===== src/rtl/gpirq_pkg.sv =====
package gpirq_pkg;

    localparam int unsigned BUS_ADDR_W = 8;
    localparam int unsigned BUS_DATA_W = 32;

    localparam logic [BUS_ADDR_W-1:0] OFS_MASK   = 8'h90;
    localparam logic [BUS_ADDR_W-1:0] OFS_MODE   = 8'h94;
    localparam logic [BUS_ADDR_W-1:0] OFS_FILTER = 8'h98;
    localparam logic [BUS_ADDR_W-1:0] OFS_LENGTH = 8'h9C;

    typedef struct packed {
        logic mask;
        logic mode;
        logic filter;
        logic length;
    } reg_hit_t;

    function automatic reg_hit_t decode_offset(input logic [BUS_ADDR_W-1:0] addr);
        reg_hit_t hit;
        hit.mask   = (addr == OFS_MASK);
        hit.mode   = (addr == OFS_MODE);
        hit.filter = (addr == OFS_FILTER);
        hit.length = (addr == OFS_LENGTH);
        return hit;
    endfunction

endpackage


===== src/rtl/gpirq_regs.sv =====
module gpirq_regs
    import gpirq_pkg::*;
#(
    parameter int unsigned LINES      = 24,
    parameter int unsigned LEN_W      = 8,
    parameter int unsigned LEN_RESET  = 255
) (
    input  logic                  clk,
    input  logic                  rst_n,
    input  logic                  bus_wr,
    input  logic [BUS_ADDR_W-1:0] bus_addr,
    input  logic [BUS_DATA_W-1:0] bus_wdata,
    output logic [BUS_DATA_W-1:0] bus_rdata,
    output logic [LINES-1:0]      mask_o,
    output logic [LINES-1:0]      mode_o,
    output logic [LINES-1:0]      filter_o,
    output logic [LEN_W-1:0]      length_o
);

    typedef struct packed {
        logic [LINES-1:0] mask;
        logic [LINES-1:0] mode;
        logic [LINES-1:0] filter;
        logic [LEN_W-1:0] length;
    } ctrl_t;

    ctrl_t    ctrl_d, ctrl_q;
    reg_hit_t wr_hit, rd_hit;

    always_comb begin
        ctrl_d = ctrl_q;
        wr_hit = decode_offset(bus_addr);
        if (bus_wr) begin
            if (wr_hit.mask)   ctrl_d.mask   = bus_wdata[LINES-1:0];
            if (wr_hit.mode)   ctrl_d.mode   = bus_wdata[LINES-1:0];
            if (wr_hit.filter) ctrl_d.filter = bus_wdata[LINES-1:0];
            if (wr_hit.length) ctrl_d.length = bus_wdata[LEN_W-1:0];
        end
    end

    always_ff @(posedge clk or negedge rst_n) begin
        if (!rst_n) begin
            ctrl_q.mask   <= '0;
            ctrl_q.mode   <= '0;
            ctrl_q.filter <= '0;
            ctrl_q.length <= LEN_W'(LEN_RESET);
        end else begin
            ctrl_q <= ctrl_d;
        end
    end

    always_comb begin
        bus_rdata = '0;
        rd_hit    = decode_offset(bus_addr);
        if (rd_hit.mask)   bus_rdata[LINES-1:0] = ctrl_q.mask;
        if (rd_hit.mode)   bus_rdata[LINES-1:0] = ctrl_q.mode;
        if (rd_hit.filter) bus_rdata[LINES-1:0] = ctrl_q.filter;
        if (rd_hit.length) bus_rdata[LEN_W-1:0] = ctrl_q.length;
    end

    assign mask_o   = ctrl_q.mask;
    assign mode_o   = ctrl_q.mode;
    assign filter_o = ctrl_q.filter;
    assign length_o = ctrl_q.length;


    mask_write_chk: assert property (@(posedge clk) disable iff (!rst_n)
        (bus_wr && bus_addr == OFS_MASK) |=> (mask_o == $past(bus_wdata[LINES-1:0])));

endmodule


===== src/rtl/gpirq_sync.sv =====
module gpirq_sync #(
    parameter int unsigned WIDTH  = 24,
    parameter int unsigned STAGES = 2
) (
    input  logic             clk,
    input  logic             rst_n,
    input  logic [WIDTH-1:0] async_i,
    output logic [WIDTH-1:0] sync_o
);

    logic [STAGES-1:0][WIDTH-1:0] chain_d, chain_q;

    always_comb begin
        chain_d[0] = async_i;
        for (int k = 1; k < STAGES; k++) begin
            chain_d[k] = chain_q[k-1];
        end
    end

    always_ff @(posedge clk or negedge rst_n) begin
        if (!rst_n) chain_q <= '0;
        else        chain_q <= chain_d;
    end

    assign sync_o = chain_q[STAGES-1];

endmodule


===== src/rtl/gpirq_line.sv =====
module gpirq_line #(
    parameter int unsigned LEN_W = 8
) (
    input  logic             clk,
    input  logic             rst_n,
    input  logic             level_i,
    input  logic             mask_i,
    input  logic             both_i,
    input  logic             filter_i,
    input  logic [LEN_W-1:0] length_i,
    output logic             irq_o
);

    typedef struct packed {
        logic             held;
        logic [LEN_W-1:0] run;
        logic             req;
    } line_t;

    line_t            st_d, st_q;
    logic             accept;
    logic [LEN_W:0]   need;
    logic [LEN_W:0]   run_next;

    always_comb begin
        st_d     = st_q;
        accept   = 1'b0;
        need     = (length_i == '0) ? (LEN_W+1)'(1) : {1'b0, length_i};
        run_next = {1'b0, st_q.run} + (LEN_W+1)'(1);

        if (!filter_i) begin
            st_d.held = level_i;
            st_d.run  = '0;
        end else if (level_i == st_q.held) begin
            st_d.run  = '0;
        end else if (run_next >= need) begin
            st_d.held = level_i;
            st_d.run  = '0;
            accept    = 1'b1;
        end else begin
            st_d.run  = run_next[LEN_W-1:0];
        end

        if (both_i) begin
            st_d.req = mask_i & (filter_i ? ~accept : 1'b1);
        end else begin
            st_d.req = mask_i & (filter_i ? st_q.held : level_i);
        end
    end

    always_ff @(posedge clk or negedge rst_n) begin
        if (!rst_n) st_q <= '0;
        else        st_q <= st_d;
    end

    assign irq_o = st_q.req;


    masked_low_chk: assert property (@(posedge clk) disable iff (!rst_n)
        !mask_i |=> !irq_o);


    both_unfiltered_idle_chk: assert property (@(posedge clk) disable iff (!rst_n)
        (mask_i && both_i && !filter_i) |=> irq_o);


    filter_hold_chk: assert property (@(posedge clk) disable iff (!rst_n)
        (filter_i && level_i == st_q.held) |=> $stable(st_q.held));

endmodule


===== src/rtl/gpio_irq_filter.sv =====
module gpio_irq_filter
    import gpirq_pkg::*;
#(
    parameter int unsigned NUM_LINES   = 24,
    parameter int unsigned LEN_W       = 8,
    parameter int unsigned LEN_RESET   = 255,
    parameter int unsigned SYNC_STAGES = 2
) (
    input  logic                  clk,
    input  logic                  rst_n,
    input  logic                  bus_wr,
    input  logic [BUS_ADDR_W-1:0] bus_addr,
    input  logic [BUS_DATA_W-1:0] bus_wdata,
    output logic [BUS_DATA_W-1:0] bus_rdata,
    input  logic [NUM_LINES-1:0]  gpio_in,
    output logic [NUM_LINES-1:0]  gpio_level,
    output logic [NUM_LINES-1:0]  irq_out
);

    logic [NUM_LINES-1:0] mask_w;
    logic [NUM_LINES-1:0] mode_w;
    logic [NUM_LINES-1:0] filter_w;
    logic [LEN_W-1:0]     length_w;
    logic [NUM_LINES-1:0] level_w;

    gpirq_regs #(
        .LINES     (NUM_LINES),
        .LEN_W     (LEN_W),
        .LEN_RESET (LEN_RESET)
    ) u_regs (
        .clk       (clk),
        .rst_n     (rst_n),
        .bus_wr    (bus_wr),
        .bus_addr  (bus_addr),
        .bus_wdata (bus_wdata),
        .bus_rdata (bus_rdata),
        .mask_o    (mask_w),
        .mode_o    (mode_w),
        .filter_o  (filter_w),
        .length_o  (length_w)
    );

    gpirq_sync #(
        .WIDTH  (NUM_LINES),
        .STAGES (SYNC_STAGES)
    ) u_sync (
        .clk     (clk),
        .rst_n   (rst_n),
        .async_i (gpio_in),
        .sync_o  (level_w)
    );

    assign gpio_level = level_w;

    for (genvar i = 0; i < NUM_LINES; i++) begin : g_line
        gpirq_line #(
            .LEN_W (LEN_W)
        ) u_line (
            .clk      (clk),
            .rst_n    (rst_n),
            .level_i  (level_w[i]),
            .mask_i   (mask_w[i]),
            .both_i   (mode_w[i]),
            .filter_i (filter_w[i]),
            .length_i (length_w),
            .irq_o    (irq_out[i])
        );
    end

endmodule


===== config.mk =====
export PLATFORM = sky130hd
export DESIGN_NAME = gpio_irq_filter
export DESIGN_NICKNAME = d
export VERILOG_FILES = /design/src/rtl/gpirq_pkg.sv /design/src/rtl/gpirq_regs.sv /design/src/rtl/gpirq_sync.sv /design/src/rtl/gpirq_line.sv /design/src/rtl/gpio_irq_filter.sv
export SDC_FILE = /design/constraint.sdc
export NUM_CORES = 1
export LEC_CHECK = 0
export ABC_AREA = 1
export BUFFER_PORTS_ARGS = -buffer_cell sky130_fd_sc_hd__buf_2
export CAP_MARGIN = 10
export CORE_AREA = 2 2 316 240
export CTS_CLUSTER_SIZE = 10
export DETAILED_ROUTE_END_ITERATION = 16
export DIE_AREA = 0 0 318 242
export PLACE_DENSITY = 0.43
export SYNTH_ARGS = -nofsm -noshare
export SYNTH_HDL_FRONTEND = slang
export SYNTH_SLANG_ARGS = --single-unit

===== constraint.sdc =====
create_clock -name clk -period 3.15 [get_ports clk]
set_clock_uncertainty 0.15 [all_clocks]
set_input_delay 0 -clock clk [delete_from_list [all_inputs] [get_ports clk]]
set_output_delay 0 -clock clk [all_outputs]
set_load 0.1 [all_outputs]

==> results of run 1 <==
## kinds of logic (layout without fill, tap and decap cells)
kind of cell | Yosys count | after routing | share of synthesized area (%)
other cells | 1 | 9 | 0.0170
fa+ha+maj | 192 | 192 | 10.9
mux | 17 | 17 | 0.870
flops | 368 | 368 | 41.9
simple gates | 1218 | 1218 | 24.8
compound gates | 250 | 250 | 6.49
buf+inv | 474 | 687 | 9.59
xor+xnor | 136 | 136 | 5.41
## final timing paths
kind,from,endpoint,slack (ns),cells after the start
hold reg to reg,u_sync.chain_d[35]$_DFF_PN0_,u_sync.sync_o[11]$_DFF_PN0_,0.19,0
hold / removal,bus_addr[0],u_regs.length_o[7]$_DFFE_PN1P_,0.1,6
min in group asynchronous,rst_n,g_line[1].u_line.irq_o$_DFF_PN0_,0.46,4
setup reg to reg,g_line[7].u_line.st_q[1]$_DFF_PN0_,g_line[7].u_line.irq_o$_DFF_PN0_,0.42,15
max in group asynchronous,rst_n,u_regs.mode_o[20]$_DFFE_PN0P_,1.71,4
setup / recovery,g_line[7].u_line.st_q[1]$_DFF_PN0_,g_line[7].u_line.irq_o$_DFF_PN0_,0.42,15
## layout make-up
type	instances	area (µm²)	area share (%)
Clock buffer	73	1390	5.41
Antenna cell	1	2.50	0.00971
Inverter	367	1380	5.34
Sequential cell	368	9220	35.8
Timing Repair Buffer	245	1840	7.14
Clock inverter	2	13.8	0.0534
Multi-Input combinational cell	1821	10700	41.5
Tap cell	979	1220	4.75
## flip-flops by register name, summed over array words and instances, names as in the netlist
register             count
g_line.u_line.st_q     216
u_sync.sync_o           24
g_line.u_line.irq_o     24
u_regs.length_o          8
u_sync.chain_d          24
u_regs.mask_o           24
u_regs.mode_o           24
u_regs.filter_o         24
## timing repair
action / in CTS / in global routing
endpoints found under the hold margin: 464 / 0
hold buffers: 80 / 0
setup buffers: 0 / 0
## synth_stat cells
master and number:
a21oi_2 9, nor3b_2 2, xor2_1 117, nand3_4 1, nand4_1 86, clkbuf_1 19
o21a_1 3, buf_4 59, o2111ai_1 7, mux2_2 17, o21ai_0 73, nor2_1 142
buf_6 12, xnor2_1 19, inv_2 5, nor3_1 169, or2_2 1, nand2_4 4
o211ai_1 3, o21ai_1 40, or2_4 1, inv_1 362, nor4_4 1, o211a_1 2
a31oi_4 3, buf_2 17, ha_1 192, o21ai_2 8, a31o_2 2, nand3_1 170
and3_1 38, nand2_2 24, nor2_4 1, dfrtp_1 360, nor4_1 1, nand2_1 576
nand3b_1 1, a21oi_1 99, dfstp_2 8, a41o_1 1, conb_1 1
## where the power goes
| part | total [W] | internal, W | switching (W) | leakage (nW) |
|---|---|---|---|---|
| Sequential | 0.00495 | 0.00484 | 0.000114 | 4.93 |
| Combinational | 0.00191 | 0.000588 | 0.00132 | 7.86 |
| Clock | 0.00504 | 0.00299 | 0.00206 | 0.690 |
## layer usage
metal  routed length, µm  GRT usage [%]  vias to the layer above
met5                   0              0                        -
met4                1330           4.15                        0
met3                2830           2.37                       78
met2               25700           24.2                      335
met1               31100           23.8                     8382
li1                    -              -                     9055
## worst min-delay path, cell delays in order
cell     delay, ns
buf_2         0.08
or2_4         0.14
nor4_4        0.07
buf_4         0.19
nand2_4       0.26
o21ai_2       0.08
## stage by stage
stage,instances,power [W],setup WS [ns]
3_3_place_gp,3700,0.00688,0.456
3_5_place_dp,3700,0.00689,0.448
6_report,3856,0.0119,0.423
2_1_floorplan,2663,0.00633,0.340
5_1_grt,3855,0.0126,0.119
4_1_cts,3855,0.0122,0.411
==> out/metrics.yaml, run 1 <==
hold_path_class: "primary input to register"
cp_data_required_time_ns: 3.46
slowest_stage: "dfrtp_1"
rows: 87
grt_pass1_wl_um: 98100
antenna_found_initial: 2
worst_pin_slew_ns: 0.922
status: "complete, no violations"
power_density_nw_per_um2: 462
yosysTopAreaCellShare_pct: 40.9
fillers: 7591
timing.slew.headroom_pct: 38.5
ant_nets: 0
yosysWarnings: 0
cp.arrival_ns: 3.04
clk_latency_ns: 0.58
drtPass1Iterations: 8
utilization_pct: 34.8
hold_viol: 0
drv_slew: 0
yosysUniqueCellTypes: 41
htree_levels: 2
irDropWorstVdd_mv: 0.347
synth_seq_cells: 368
fin_setup_tns_ns: 0
clock-sinks: 368
holdWs_ns: 0.0970
layout_common_cells: "576 x nand2_1, 361 x inv_1, 360 x dfrtp_1"
drc: 0
die_w_um: 318
start_util_pct: 29.7
worstSetupPathType: "register to register"
clock_path_buffers: 3
cts_resized: 0
crit_path_start_kind: "register"
ys_top_cells_by_area: "dfrtp_1 41%, ha_1 11%, nand2_1 9.8%"
seq_area_frac_synth_pct: 41.9
syn_avg_cell_area_um2: 8.29
io_pins: 147
layout_commonest_cell: "nand2_1"
grt_usage_pct: 16.0
placed_area_um2: 23600
synthToLayoutAreaGrowth_pct: 17.1
wl_um: 61000
drt_iter0_drc: 1077
synthesis.instances: 2656
cts_tree: "yes"
gp_congestion: 0.812
max_freq_mhz: 367
design_area_um2: 25800
fin_crit_ns: 2.73
rsz0062_at_grt: "no"
crit_top_cell: "nand2_1"
cts_buffers: 45
synth.largest_area_cell: "dfrtp_1"
finalCritPeriodShare_pct: 86.6
clock-root-buffer: "clkbuf_16"
synthesis.area_um2: 22000
wl_per_cell_um: 15.8
routed_via_density: 4.63
dieArea_um2: 77000
worst-path-max-fanout: 9
grt_pass1_vias: 17500
max_cap_viol_count: 0
nNetsFinal: 3107
dpl.hpwl_um: 42400
die_y_um: 242
cpPeakStageDelay_ns: 0.40
grt_max_degree: 122
clk_pin_slew_worst_paths_ns: 0.06
port_buffers: 130
critPathBufInv: 1
worst_setup_path_end_kind: "register"
p_leak_nw: 13.5
path_delay_family: "simple AND/OR/NAND/NOR gates"
core_region_area_um2: 74100
vias: 17900
drive_above_1_share_pct: 11.0
crit_chain: "ha_1 -> nand2_1 -> nor2_1 -> nand3_1 -> xor2_1 -> inv_1 -> ha_1 -> nand2_1 -> nor2_1 -> nand2_1 -> o21a_1 -> nand2_1 -> nand2_1 -> nand2_2 -> a21oi_1"
setup_violations: 0
gr-total-overflow: 0
No activity file was read; power rests on OpenSTA's default activity.
==> run 2: changes to the inputs <==
--- a/config.mk
+++ b/config.mk
@@ -12,6 +12,7 @@
 export CTS_CLUSTER_SIZE = 10
 export DETAILED_ROUTE_END_ITERATION = 16
 export DIE_AREA = 0 0 318 242
+export HOLD_SLACK_MARGIN = 0.12
 export PLACE_DENSITY = 0.43
 export SYNTH_ARGS = -nofsm -noshare
 export SYNTH_HDL_FRONTEND = slang
==> out/metrics.yaml, run 2 (synthesis gave the netlist of run 1 again) <==
grt_max_degree: 122  # unchanged
path_delay_family: "buffers and inverters"
cts_tree: "yes"
max_freq_mhz: 328  # -11%
clock-root-buffer: "clkbuf_16"
fin_ws_ns: 0.0994  # -0.324 ns
grt_usage_pct: 16.1  # +0.046 points
critPathBufInv: 5  # +4
hold_path_class: "primary input to register"
core_region_area_um2: 74100  # unchanged
fillers: 7574  # -0.22%
synthToLayoutAreaGrowth_pct: 18.0
hold_viol: 0  # unchanged
irDropWorstVdd_mv: 0.346  # -0.19%
slowest_stage: "dlygate4sd3_1"
worst_pin_slew_ns: 0.924  # +0.00227 ns
rows: 87  # unchanged
finalCritPeriodShare_pct: 96.8  # +10 points
timing.rr.start: "g_line[7].u_line.st_q[1]$_DFF_PN0_"
cts_buffers: 45  # unchanged
gp_congestion: 0.812  # unchanged
power_density_nw_per_um2: 459  # -0.66%
die_w_um: 318  # unchanged
worst_setup_path_end_kind: "primary output"
cts_resized: 0  # unchanged
multi_input_area_um2: 10700  # unchanged
timing.slew.headroom_pct: 38.3  # -0.15 points
drv_slew: 0  # unchanged
preCtsSetupSlack_ns: 0.448  # unchanged
layout_commonest_cell: "nand2_1"
drive_above_1_share_pct: 10.9  # -0.076 points
seq_area_um2: 9220  # unchanged
cp_data_required_time_ns: 3.00  # -0.46 ns
placed_area_um2: 23600  # unchanged
largest_reg_flops: 216  # unchanged
grt_pass1_vias: 17600  # +0.55%
wl_um: 61000  # about the same
layout_common_cells: "576 x nand2_1, 361 x inv_1, 360 x dfrtp_1"
antenna_found_initial: 1  # -1
drc: 0  # unchanged
clk_pin_slew_worst_paths_ns: 0.06  # about the same
gr-total-overflow: 0  # unchanged
rsz0062_at_grt: "no"
worst-path-max-fanout: 7  # -2
ant_nets: 0  # unchanged
startpoint: "bus_addr[0]"
grt_pass1_wl_um: 98500  # +0.34%
holdCritStartpoint: "bus_wdata[10]"
nNetsFinal: 3127  # +0.64%
start_util_pct: 29.7  # unchanged
drt_iter0_drc: 1001  # -7.1%
holdWs_ns: 0.143  # +0.0464 ns
clock-sinks: 368  # unchanged
wl_per_cell_um: 15.7  # -0.46%
die_y_um: 242  # unchanged
max_cap_viol_count: 0  # unchanged
crit_path_start_kind: "primary input"
dpl.hpwl_um: 42400  # unchanged
setup_violations: 0  # unchanged
cp.arrival_ns: 2.90  # -0.14 ns
io_pins: 147  # unchanged
crit_chain: "dlygate4sd3_1 -> buf_2 -> or2_4 -> nor4_4 -> dlygate4sd3_1 -> buf_4 -> nand2_1 -> o2111ai_1 -> buf_2"
fin_setup_tns_ns: 0  # unchanged
routed_via_density: 4.62  # -0.10%
design_area_um2: 26000  # +0.78%
clock_path_buffers: 3  # unchanged
fin_crit_ns: 3.05  # +0.324 ns
drtPass1Iterations: 5  # -3
worstSetupPathType: "primary input to primary output"
port_buffers: 130  # unchanged
cpPeakStageDelay_ns: 0.62  # +0.22 ns
clk_latency_ns: 0.58  # about the same
largest-register: "g_line.u_line.st_q"
dieArea_um2: 77000  # unchanged
htree_levels: 2  # unchanged
p_leak_nw: 13.6  # +0.68%
status: "complete, no violations"
vias: 17900  # +0.41%
## run 2: cell types whose count changed in the layout (fill, tap and decap cells not counted)
cell           previous run  this run
dlygate4sd3_1            79        99
## run 2: path summary, 6_finish.rpt
check                           slack, ns  depth (start not counted)                               end
worst min register to register       0.19                          0       u_sync.sync_o[11]$_DFF_PN0_
worst max register to register       0.40                         15  g_line[7].u_line.irq_o$_DFF_PN0_
worst max-delay path                  0.1                          9                      bus_rdata[3]
worst min-delay path                 0.14                          4     u_regs.mask_o[10]$_DFFE_PN0P_
min in group asynchronous            0.46                          4  g_line[1].u_line.irq_o$_DFF_PN0_
max in group asynchronous            1.71                          4     u_regs.mode_o[20]$_DFFE_PN0P_
## run 2: layout make-up
class | instances | area share, %
multi-input combinational | 1821 | 41.2
antenna | 1 | 0.00963
clock buffer | 73 | 5.36
sequential | 368 | 35.5
inverter | 367 | 5.30
timing repair buffer | 265 | 7.86
clock inverter | 2 | 0.0530
tap | 979 | 4.71
## run 2: worst reg2reg max path: cells and delay by family (launching register included)
family	cells	cell delay, ns
compound gates	2	0.27
fa+ha+maj	2	0.49
buf+inv	1	0.08
xor+xnor	1	0.22
flops	1	0.40
simple gates	9	1.01
## run 2: per-layer routing
| layer | global-route usage (%) | part of all wire, % | vias to the layer above | wire length, µm |
|---|---|---|---|---|
| met5 | 0 | 0 | - | 0 |
| met4 | 4.03 | 2.1 | 0 | 1280 |
| met3 | 2.39 | 4.1 | 81 | 2530 |
| met2 | 24.3 | 42 | 302 | 25800 |
| met1 | 23.8 | 52 | 8439 | 31500 |
| li1 | - | - | 9102 | - |
## run 2: timing repair
| action | 4_1_cts | 5_1_grt |
|---|---|---|
| setup buffers | 0 | 0 |
| endpoints found under the hold margin | 465 | 0 |
| hold buffers | 100 | 0 |
## run 2: power by group
part           internal [W]  total [W]  switching [W]  leakage (nW)
registers           0.00484    0.00495       0.000114          4.93
logic              0.000604    0.00193        0.00133          7.95
clock network       0.00299    0.00504        0.00205         0.690
total               0.00843     0.0119        0.00349          13.6
## run 2: per-stage QoR
stage | power, W | util, % | instances
2_1_floorplan | 0.00633 | - | 2663
3_3_place_gp | 0.00688 | 31.8 | 3700
3_5_place_dp | 0.00689 | 31.8 | 3700
4_1_cts | 0.0122 | 35.0 | 3875
5_1_grt | 0.0126 | 35.0 | 3875
6_report | 0.0119 | 35.0 | 3876
